`src/rtl/vsf_pkg.sv`:
```
package vsf_pkg;

  typedef enum logic [1:0] {
    VIEW_FULL    = 2'd0,
    VIEW_HALF    = 2'd1,
    VIEW_QUARTER = 2'd2
  } view_t;

  // Scan-position flags for one pixel clock
  typedef struct packed {
    logic hs_n;
    logic vs_n;
    logic vis;
    logic win;
  } scan_t;

  function automatic view_t pick_view(input logic sel_q, input logic sel_h);
    if (sel_q)      return VIEW_QUARTER;
    else if (sel_h) return VIEW_HALF;
    else            return VIEW_FULL;
  endfunction

endpackage

```
`src/rtl/vsf_timing.sv`:
```
module vsf_timing
  import vsf_pkg::*;
#(
  parameter int H_ACTIVE = 640,
  parameter int H_FP     = 16,
  parameter int H_SYNC   = 96,
  parameter int H_BP     = 48,
  parameter int V_ACTIVE = 480,
  parameter int V_FP     = 10,
  parameter int V_SYNC   = 2,
  parameter int V_BP     = 33
) (
  input  logic  clk,
  input  logic  rst,
  input  view_t view,
  output scan_t scan
);

  localparam int H_TOTAL = H_ACTIVE + H_FP + H_SYNC + H_BP;
  localparam int V_TOTAL = V_ACTIVE + V_FP + V_SYNC + V_BP;
  localparam int HW      = $clog2(H_TOTAL);
  localparam int VW      = $clog2(V_TOTAL);

  localparam logic [HW-1:0] H_LAST  = HW'(H_TOTAL - 1);
  localparam logic [VW-1:0] V_LAST  = VW'(V_TOTAL - 1);
  localparam logic [HW-1:0] H_VIS   = HW'(H_ACTIVE);
  localparam logic [HW-1:0] H_SY_LO = HW'(H_ACTIVE + H_FP);
  localparam logic [HW-1:0] H_SY_HI = HW'(H_ACTIVE + H_FP + H_SYNC);
  localparam logic [VW-1:0] V_VIS   = VW'(V_ACTIVE);
  localparam logic [VW-1:0] V_SY_LO = VW'(V_ACTIVE + V_FP);
  localparam logic [VW-1:0] V_SY_HI = VW'(V_ACTIVE + V_FP + V_SYNC);
  localparam logic [HW-1:0] H_HALF  = HW'(H_ACTIVE / 2);
  localparam logic [HW-1:0] H_QUAR  = HW'(H_ACTIVE / 4);
  localparam logic [VW-1:0] V_HALF  = VW'(V_ACTIVE / 2);
  localparam logic [VW-1:0] V_QUAR  = VW'(V_ACTIVE / 4);

  logic [HW-1:0] col;
  logic [VW-1:0] row;
  logic [HW-1:0] win_w;
  logic [VW-1:0] win_h;

  always_ff @(posedge clk) begin
    if (rst) begin
      col <= '0;
      row <= '0;
    end else if (col == H_LAST) begin
      col <= '0;
      row <= (row == V_LAST) ? '0 : row + 1'b1;
    end else begin
      col <= col + 1'b1;
    end
  end

  always_comb begin
    case (view)
      VIEW_QUARTER: begin win_w = H_QUAR; win_h = V_QUAR; end
      VIEW_HALF:    begin win_w = H_HALF; win_h = V_HALF; end
      default:      begin win_w = H_VIS;  win_h = V_VIS;  end
    endcase
  end

  always_comb begin
    scan.hs_n = !((col >= H_SY_LO) && (col < H_SY_HI));
    scan.vs_n = !((row >= V_SY_LO) && (row < V_SY_HI));
    scan.vis  = (col < H_VIS) && (row < V_VIS);
    scan.win  = (col < win_w) && (row < win_h);
  end

endmodule

```
`src/rtl/vsf_addr.sv`:
```
module vsf_addr
  import vsf_pkg::*;
#(
  parameter int ADDR_W = 19,
  localparam int MEM_AW = ADDR_W - 2
) (
  input  logic              clk,
  input  logic              rst,
  input  view_t             view,
  input  logic              win,
  input  logic              vs_n,
  output logic [MEM_AW-1:0] mem_addr
);

  logic [ADDR_W-1:0] idx;

  always_ff @(posedge clk) begin
    if (rst || !vs_n) idx <= '0;
    else if (win)     idx <= idx + 1'b1;
  end

  // Full view: four raster pixels share one stored word
  always_comb begin
    if (view == VIEW_FULL) mem_addr = idx[ADDR_W-1:2];
    else                   mem_addr = idx[MEM_AW-1:0];
  end

endmodule

```
`src/rtl/vsf_color.sv`:
```
module vsf_color #(
  parameter int CH_W = 4,
  localparam int PIX_W = 3 * CH_W
) (
  input  logic [PIX_W-1:0]  pix,
  input  logic              show,
  output logic [2*CH_W-1:0] ch_wide [3],
  output logic [CH_W-1:0]   ch_dac  [3]
);

  // Channel 0 = red (top nibble), 1 = green, 2 = blue
  for (genvar i = 0; i < 3; i++) begin : g_ch
    logic [CH_W-1:0] nib;
    assign nib        = pix[(2-i)*CH_W +: CH_W];
    assign ch_wide[i] = show ? {nib, nib} : '0;
    assign ch_dac[i]  = ch_wide[i][2*CH_W-1 -: CH_W];
  end

endmodule

```
`src/rtl/vga_scan_fetch.sv`:
```
module vga_scan_fetch
  import vsf_pkg::*;
#(
  parameter int H_ACTIVE = 640,
  parameter int H_FP     = 16,
  parameter int H_SYNC   = 96,
  parameter int H_BP     = 48,
  parameter int V_ACTIVE = 480,
  parameter int V_FP     = 10,
  parameter int V_SYNC   = 2,
  parameter int V_BP     = 33,
  parameter int ADDR_W   = 19,
  parameter int CH_W     = 4,
  localparam int MEM_AW  = ADDR_W - 2,
  localparam int PIX_W   = 3 * CH_W
) (
  input  logic              clk,
  input  logic              rst,
  input  logic              sel_quarter,
  input  logic              sel_half,
  input  logic [PIX_W-1:0]  rd_data,
  output logic [MEM_AW-1:0] mem_addr,
  output logic              hsync_n,
  output logic              vsync_n,
  output logic              blank_n,
  output logic              sync_n,
  output logic              active_area,
  output logic [2*CH_W-1:0] red,
  output logic [2*CH_W-1:0] green,
  output logic [2*CH_W-1:0] blue,
  output logic [CH_W-1:0]   vga_r,
  output logic [CH_W-1:0]   vga_g,
  output logic [CH_W-1:0]   vga_b
);

  view_t view;
  scan_t scan_now;
  logic  win_now;
  logic  vs_now_n;
  logic [2*CH_W-1:0] wide [3];
  logic [CH_W-1:0]   dac  [3];

  assign view     = pick_view(sel_quarter, sel_half);
  assign win_now  = scan_now.win;
  assign vs_now_n = scan_now.vs_n;

  vsf_timing #(
    .H_ACTIVE(H_ACTIVE), .H_FP(H_FP), .H_SYNC(H_SYNC), .H_BP(H_BP),
    .V_ACTIVE(V_ACTIVE), .V_FP(V_FP), .V_SYNC(V_SYNC), .V_BP(V_BP)
  ) u_timing (
    .clk  (clk),
    .rst  (rst),
    .view (view),
    .scan (scan_now)
  );

  vsf_addr #(.ADDR_W(ADDR_W)) u_addr (
    .clk      (clk),
    .rst      (rst),
    .view     (view),
    .win      (win_now),
    .vs_n     (vs_now_n),
    .mem_addr (mem_addr)
  );

  // One register stage matching the store's read latency
  always_ff @(posedge clk) begin
    if (rst) begin
      hsync_n     <= 1'b1;
      vsync_n     <= 1'b1;
      sync_n      <= 1'b1;
      blank_n     <= 1'b0;
      active_area <= 1'b0;
    end else begin
      hsync_n     <= scan_now.hs_n;
      vsync_n     <= scan_now.vs_n;
      sync_n      <= scan_now.hs_n & scan_now.vs_n;
      blank_n     <= scan_now.vis;
      active_area <= scan_now.win;
    end
  end

  vsf_color #(.CH_W(CH_W)) u_color (
    .pix     (rd_data),
    .show    (active_area),
    .ch_wide (wide),
    .ch_dac  (dac)
  );

  assign red   = wide[0];
  assign green = wide[1];
  assign blue  = wide[2];
  assign vga_r = dac[0];
  assign vga_g = dac[1];
  assign vga_b = dac[2];

endmodule

```
`config.mk`:
```
export PLATFORM = sky130hd
export DESIGN_NAME = vga_scan_fetch
export DESIGN_NICKNAME = d
export VERILOG_FILES = /design/src/rtl/vsf_pkg.sv /design/src/rtl/vsf_timing.sv /design/src/rtl/vsf_addr.sv /design/src/rtl/vsf_color.sv /design/src/rtl/vga_scan_fetch.sv
export SDC_FILE = /design/constraint.sdc
export NUM_CORES = 1
export LEC_CHECK = 0
export BUFFER_PORTS_ARGS = -buffer_cell sky130_fd_sc_hd__buf_2
export CAP_MARGIN = 5
export CORE_UTILIZATION = 35
export DETAILED_ROUTE_END_ITERATION = 7
export PLACE_DENSITY = 0.55
export SYNTH_ARGS = -nofsm -noshare
export SYNTH_HDL_FRONTEND = slang
export SYNTH_SLANG_ARGS = --single-unit
```
`constraint.sdc`:
```
create_clock -name clk -period 5.9 [get_ports clk]
set_clock_uncertainty 0.05 [all_clocks]
set_input_delay 0.295 -clock clk [delete_from_list [all_inputs] [get_ports clk]]
set_output_delay 0.295 -clock clk [all_outputs]
set_load 0.01 [all_outputs]
```
# Word-level counts from Yosys, hierarchy flattened
# Index checks and enable logic that the tools add are counted.
# totals
reg_bits	44
inputBits	16
out_inout_bits	58
elab_cells	42
# classes
eq_ne	4
magnitude_cmp	8
n_mux	9
add_sub_neg	3
n_reduce_logical	9
n_bitwise	1
# ops
operator	n
two-way mux 8 bit	3
adder 10 x 1 -> 10 bit (second input constant)	2
equality test 10 bit (second input constant)	2
< comparator 10 bit (second input constant)	2
< comparator 10 x 9 -> 1 bit (second input constant)	2
one-hot mux 10 bit (2 select lines)	1
adder 19 x 1 -> 19 bit (second input constant)	1
one-hot mux 9 bit (2 select lines)	1
two-way mux 17 bit	1
>= comparator 10 bit (second input constant)	1
>= comparator 10 x 9 -> 1 bit (second input constant)	1
< comparator 10 bit	1
< comparator 10 x 9 -> 1 bit	1
two-way mux 10 bit	1
logical AND 1 bit	4
equality test 2 x 1 -> 1 bit (second input constant)	1
equality test 2 bit (second input constant)	1
logical NOT 1 bit	2
logical NOT 2 bit	1
two-way mux 2 bit	1
OR reduction 2 bit	1
AND 1 bit	1
logical OR 1 bit	1
two-way mux 1 bit	1

# Depth between registers and ports, before layout
# logic_depth
word_depth	6
ltp_mapped	10
mapped_depth_nobuf	8

# Modules after synthesis
# From an unflattened synthesis, not the netlist that was laid out.
# unflattened
cells_unflattened	310
area_unflattened_um2	2705.1
# by_module_without_submodules
module	area_each_um2	cells_per_inst	seq_area_each_um2	n_inst
vsf_timing	1223.7	142	400.4	1
vsf_addr	1066.0	120	380.4	1
vsf_color	276.5	37	0.0	1
vga_scan_fetch	138.9	11	100.1	1

# Least setup slack after synthesis
# OpenSTA, ideal clock, no wires.
# synth_timing
kind	input to register
from	in sel_half
to	reg u_addr.idx[11]
path_slack_ns	3.367
setup_ns	0.070
path_stages	9
t_arrival_ns	2.412
n_path_buf	1
t_required_ns	5.780
path_cell_list	nor2_1 inv_2 ha_1 a22o_1 nor4_2 o221ai_2 buf_6 or4_1 a21oi_1
# synth_between
elab_chain_len	6
word_cells_on_any_way	9
cone_classes	order compare: 2; eq/ne: 2; mux: 4; reduce/logical: 1
# synth_rtl
item	line_no	text
from (decl)	vga_scan_fetch.sv:20	input logic sel_half,
two-way mux 1 bit (*)	vsf_pkg.sv:19	else if (sel_h) return VIEW_HALF;
two-way mux 2 bit (*)	vsf_pkg.sv:18	if (sel_q) return VIEW_QUARTER;
equality test 2 x 1 -> 1 bit / equality test 2 bit (equally long branches)	vsf_timing.sv:55	case (view)
one-hot mux 10 bit (2 select lines) / one-hot mux 9 bit (2 select lines) (equally long branches)	vsf_timing.sv:55	
< comparator 10 bit / < comparator 10 x 9 -> 1 bit (equally long branches)	vsf_timing.sv:66	scan.win = (col < win_w) && (row < win_h);
logical AND 1 bit (*)	vsf_timing.sv:66	
to (signal assigned)	vsf_addr.sv:19	else if (win) idx <= idx + 1'b1;
to (decl)	vsf_addr.sv:15	logic [ADDR_W-1:0] idx;
# Mark *: on every way between the ends. The rest lies on a longest branch, timed or not.
# A chain may end at the register's enable or synchronous reset.

# Worst setup path in the final report
# layout_timing
from	in sel_quarter
to	reg u_addr.idx[16]
# layout_between
elab_chain_len	5
word_cells_on_any_way	8
cone_classes	order compare: 2; eq/ne: 2; mux: 3; reduce/logical: 1
# layout_rtl
item	line_no	text
from (decl)	vga_scan_fetch.sv:19	input logic sel_quarter,
two-way mux 2 bit (*)	vsf_pkg.sv:18	
equality test 2 x 1 -> 1 bit / equality test 2 bit (equally long branches)	vsf_timing.sv:55	
one-hot mux 10 bit (2 select lines) / one-hot mux 9 bit (2 select lines) (equally long branches)	vsf_timing.sv:55	
< comparator 10 bit / < comparator 10 x 9 -> 1 bit (equally long branches)	vsf_timing.sv:66	
logical AND 1 bit (*)	vsf_timing.sv:66	
# Marks and branches as above.

==> run metrics <==
fraction of layout cells with a size suffix above 1 0.252; crit path max fanout 36; Post-Syn Nets 350; Mean Syn Cell Area 8.44 um^2; clock buffer count from CTS 5; Worst-Skew Late Latency 320 ps; Synth async-reset ratio 0; Cells after Synth ~320; Post-synth EDFFs 0; final cell count without fillers around 470; Post-CTS Hold Fix Bufs 0; Startpoint Class primary input; worst-margin pin slew between 600 and 700 ps; clk root buf clkbuf_8; distinct cell type count after synthesis 43; Top-Level Pins 74; largest cells by area after synthesis dfxtp_1, buf_4, ha_1; Critical Path AT 2740 ps; #FFs+latches synth 44; 1st-iter DRT viols 55; Final ANT Viol Nets 0; post-place setup slack about 3000 ps; maximum VDD drop approximately 0.08 mV; Setup TNS 0 ps; routability cong. 0.766; area of the mapped netlist 2720 um^2; largest net degree at the start of global routing 37; All-Layer GR Usage 0.160; routed len/inst 13.2 um; most frequent cell after synthesis dfxtp_1; placed insts 460; Tcrit/Tclk final 0.433; H-tree levels 2; sequential area share after synthesis 0.324; initial antenna violation count 0; biggest area consumer among synthesized cells dfxtp_1; final hold vios 0; Worst Hold Class primary input to flip-flop; PortBufs 73; yosys warns 0; # clock sinks 44; Tot Pwr slightly above 0.6 mW; clock buffer depth 2; Worst Path Required 6090 ps; core area between 7000 and 8000 um^2; area grow syn2layout 13.7%; vias 2394; RSZ-0062 raised after global routing false; number of global-route vias before repair between 2000 and 2500; final setup margin between 3000 and 4000 ps; Pre-antenna DRT Iters 4; Slew Viols, Final 0; cts repair resizes 0; setup violators final 0; Synth top area share 0.324; Die Wd about 90 um; diode count 0; site row count 31; Clock transition at path regs 100 ps; Final Net Count between 300 and 400; Tmin final between 2000 and 3000 ps; Vias/cell a little over 5; Post-Route WL slightly above 6000 um; Max-slew headroom 0.550; die area 8120 um^2; Max Fclk just under 400 MHz; hold slack between 200 and 300 ps; Max-Cap Viols 0; endpoint class of the critical path flip-flop; global-route wire length before repair around 11000 um; Leak 1.30 nW; initial cell density of the core 0.369; top_reg_cell synth dfxtp_1; Die H 90.1 um; CTS tree yes; Setup Buffers After CTS 0; status completed; WS Path Type primary input to flip-flop; Fillers 789; Power Dens Cells 200 nW/um^2; drc violations 0; top cells by count, synth dfxtp_1, buf_4, nor2_1, a21oi_1; GR Overflow Total 0; post-DP HPWL around 4400 um
state kept, by name, summed over array words and instances (netlist names):
name and cells:
hsync_n 1, active_area 1, u_timing.row 10, u_addr.idx 19, vsync_n 1, blank_n 1, sync_n 1, u_timing.col 10
cell usage in the layout (no fill, tap or decap), drive strengths merged:
master	netlist	layout
and2	16	16
and3	7	7
a31oi	2	2
and4	1	1
a22o	1	1
or3	7	7
buf	30	76
o31ai	10	10
xnor2	4	4
a21o	1	1
mux2	11	11
nand4	16	16
mux2i	3	3
nor2b	1	1
ha	12	12
bufinv	0	1
or2	1	1
clkinvlp	0	1
xor2	11	11
dfxtp	44	44
nor4bb	1	1
o22a	1	1
nand2b	5	5
a211o	1	1
nor4	2	2
o21ai	15	15
or4	11	11
nor3	9	9
nand2	17	17
nor2	21	21
inv	13	14
nand3	17	17
a22oi	1	1
clkbuf	7	5
nor4b	3	3
o221ai	1	1
a21oi	19	19
kinds of logic (layout without fill, tap and decap cells):
logic type	count (synthesis)	in the layout	share of synthesized area
compound gates	52	52	0.123
xor+xnor	15	15	0.0484
fa+ha+maj	12	12	0.0553
buf+inv	50	97	0.111
flops	44	44	0.324
mux	14	14	0.0567
simple gates	135	135	0.281
area by class of cell:
cell class	count	area, um^2	area share
Multi-Input combinational cell	228	1530	0.496
Sequential cell	44	881	0.285
Timing Repair Buffer	76	388	0.126
Tap cell	99	124	0.0401
Clock buffer	5	68.8	0.0223
Inverter	13	48.8	0.0158
Clock inverter	3	46.3	0.0150
through the flow:
stage | area, um^2 | util
6_report | 3090 | 0.419
5_1_grt | 3090 | 0.419
4_1_cts | 3090 | 0.419
3_5_place_dp | 2970 | 0.404
3_3_place_gp | 2970 | 0.404
2_1_floorplan | 2720 | -
critical path, cell delays in order:
cell and delay [ps]:
buf_2 140, nor2_1 90, buf_4 250, inv_2 140, ha_1 320, a22o_1 230, nor4_2 200, o221ai_2 140
buf_4 250, or4_1 530, a21oi_1 150
per-layer routing:
metal,vias up,GRT usage,share of wire
li1,1227,-,-
met1,1113,0.219,0.48
met2,45,0.249,0.46
met3,9,0.0288,0.043
met4,0,0.0605,0.014
met5,-,0,0
report_power, final:
part           leakage (nW)  internal (mW)  switching, mW
Combinational         0.886         0.0267         0.0367
Clock                0.0548          0.128          0.119
Sequential            0.356          0.302        0.00711
final timing paths:
check / endpoint / startpoint / slack [ps] / cells after the start
max: u_addr.idx[16] / sel_quarter / 3340 / 11
min: u_timing.col[6] / rst / 300 / 2
max reg2reg: u_addr.idx[16] / u_timing.col[9] / 3530 / 7
min reg2reg: u_addr.idx[17] / u_addr.idx[17] / 450 / 2
No activity file was read; power rests on OpenSTA's default activity.
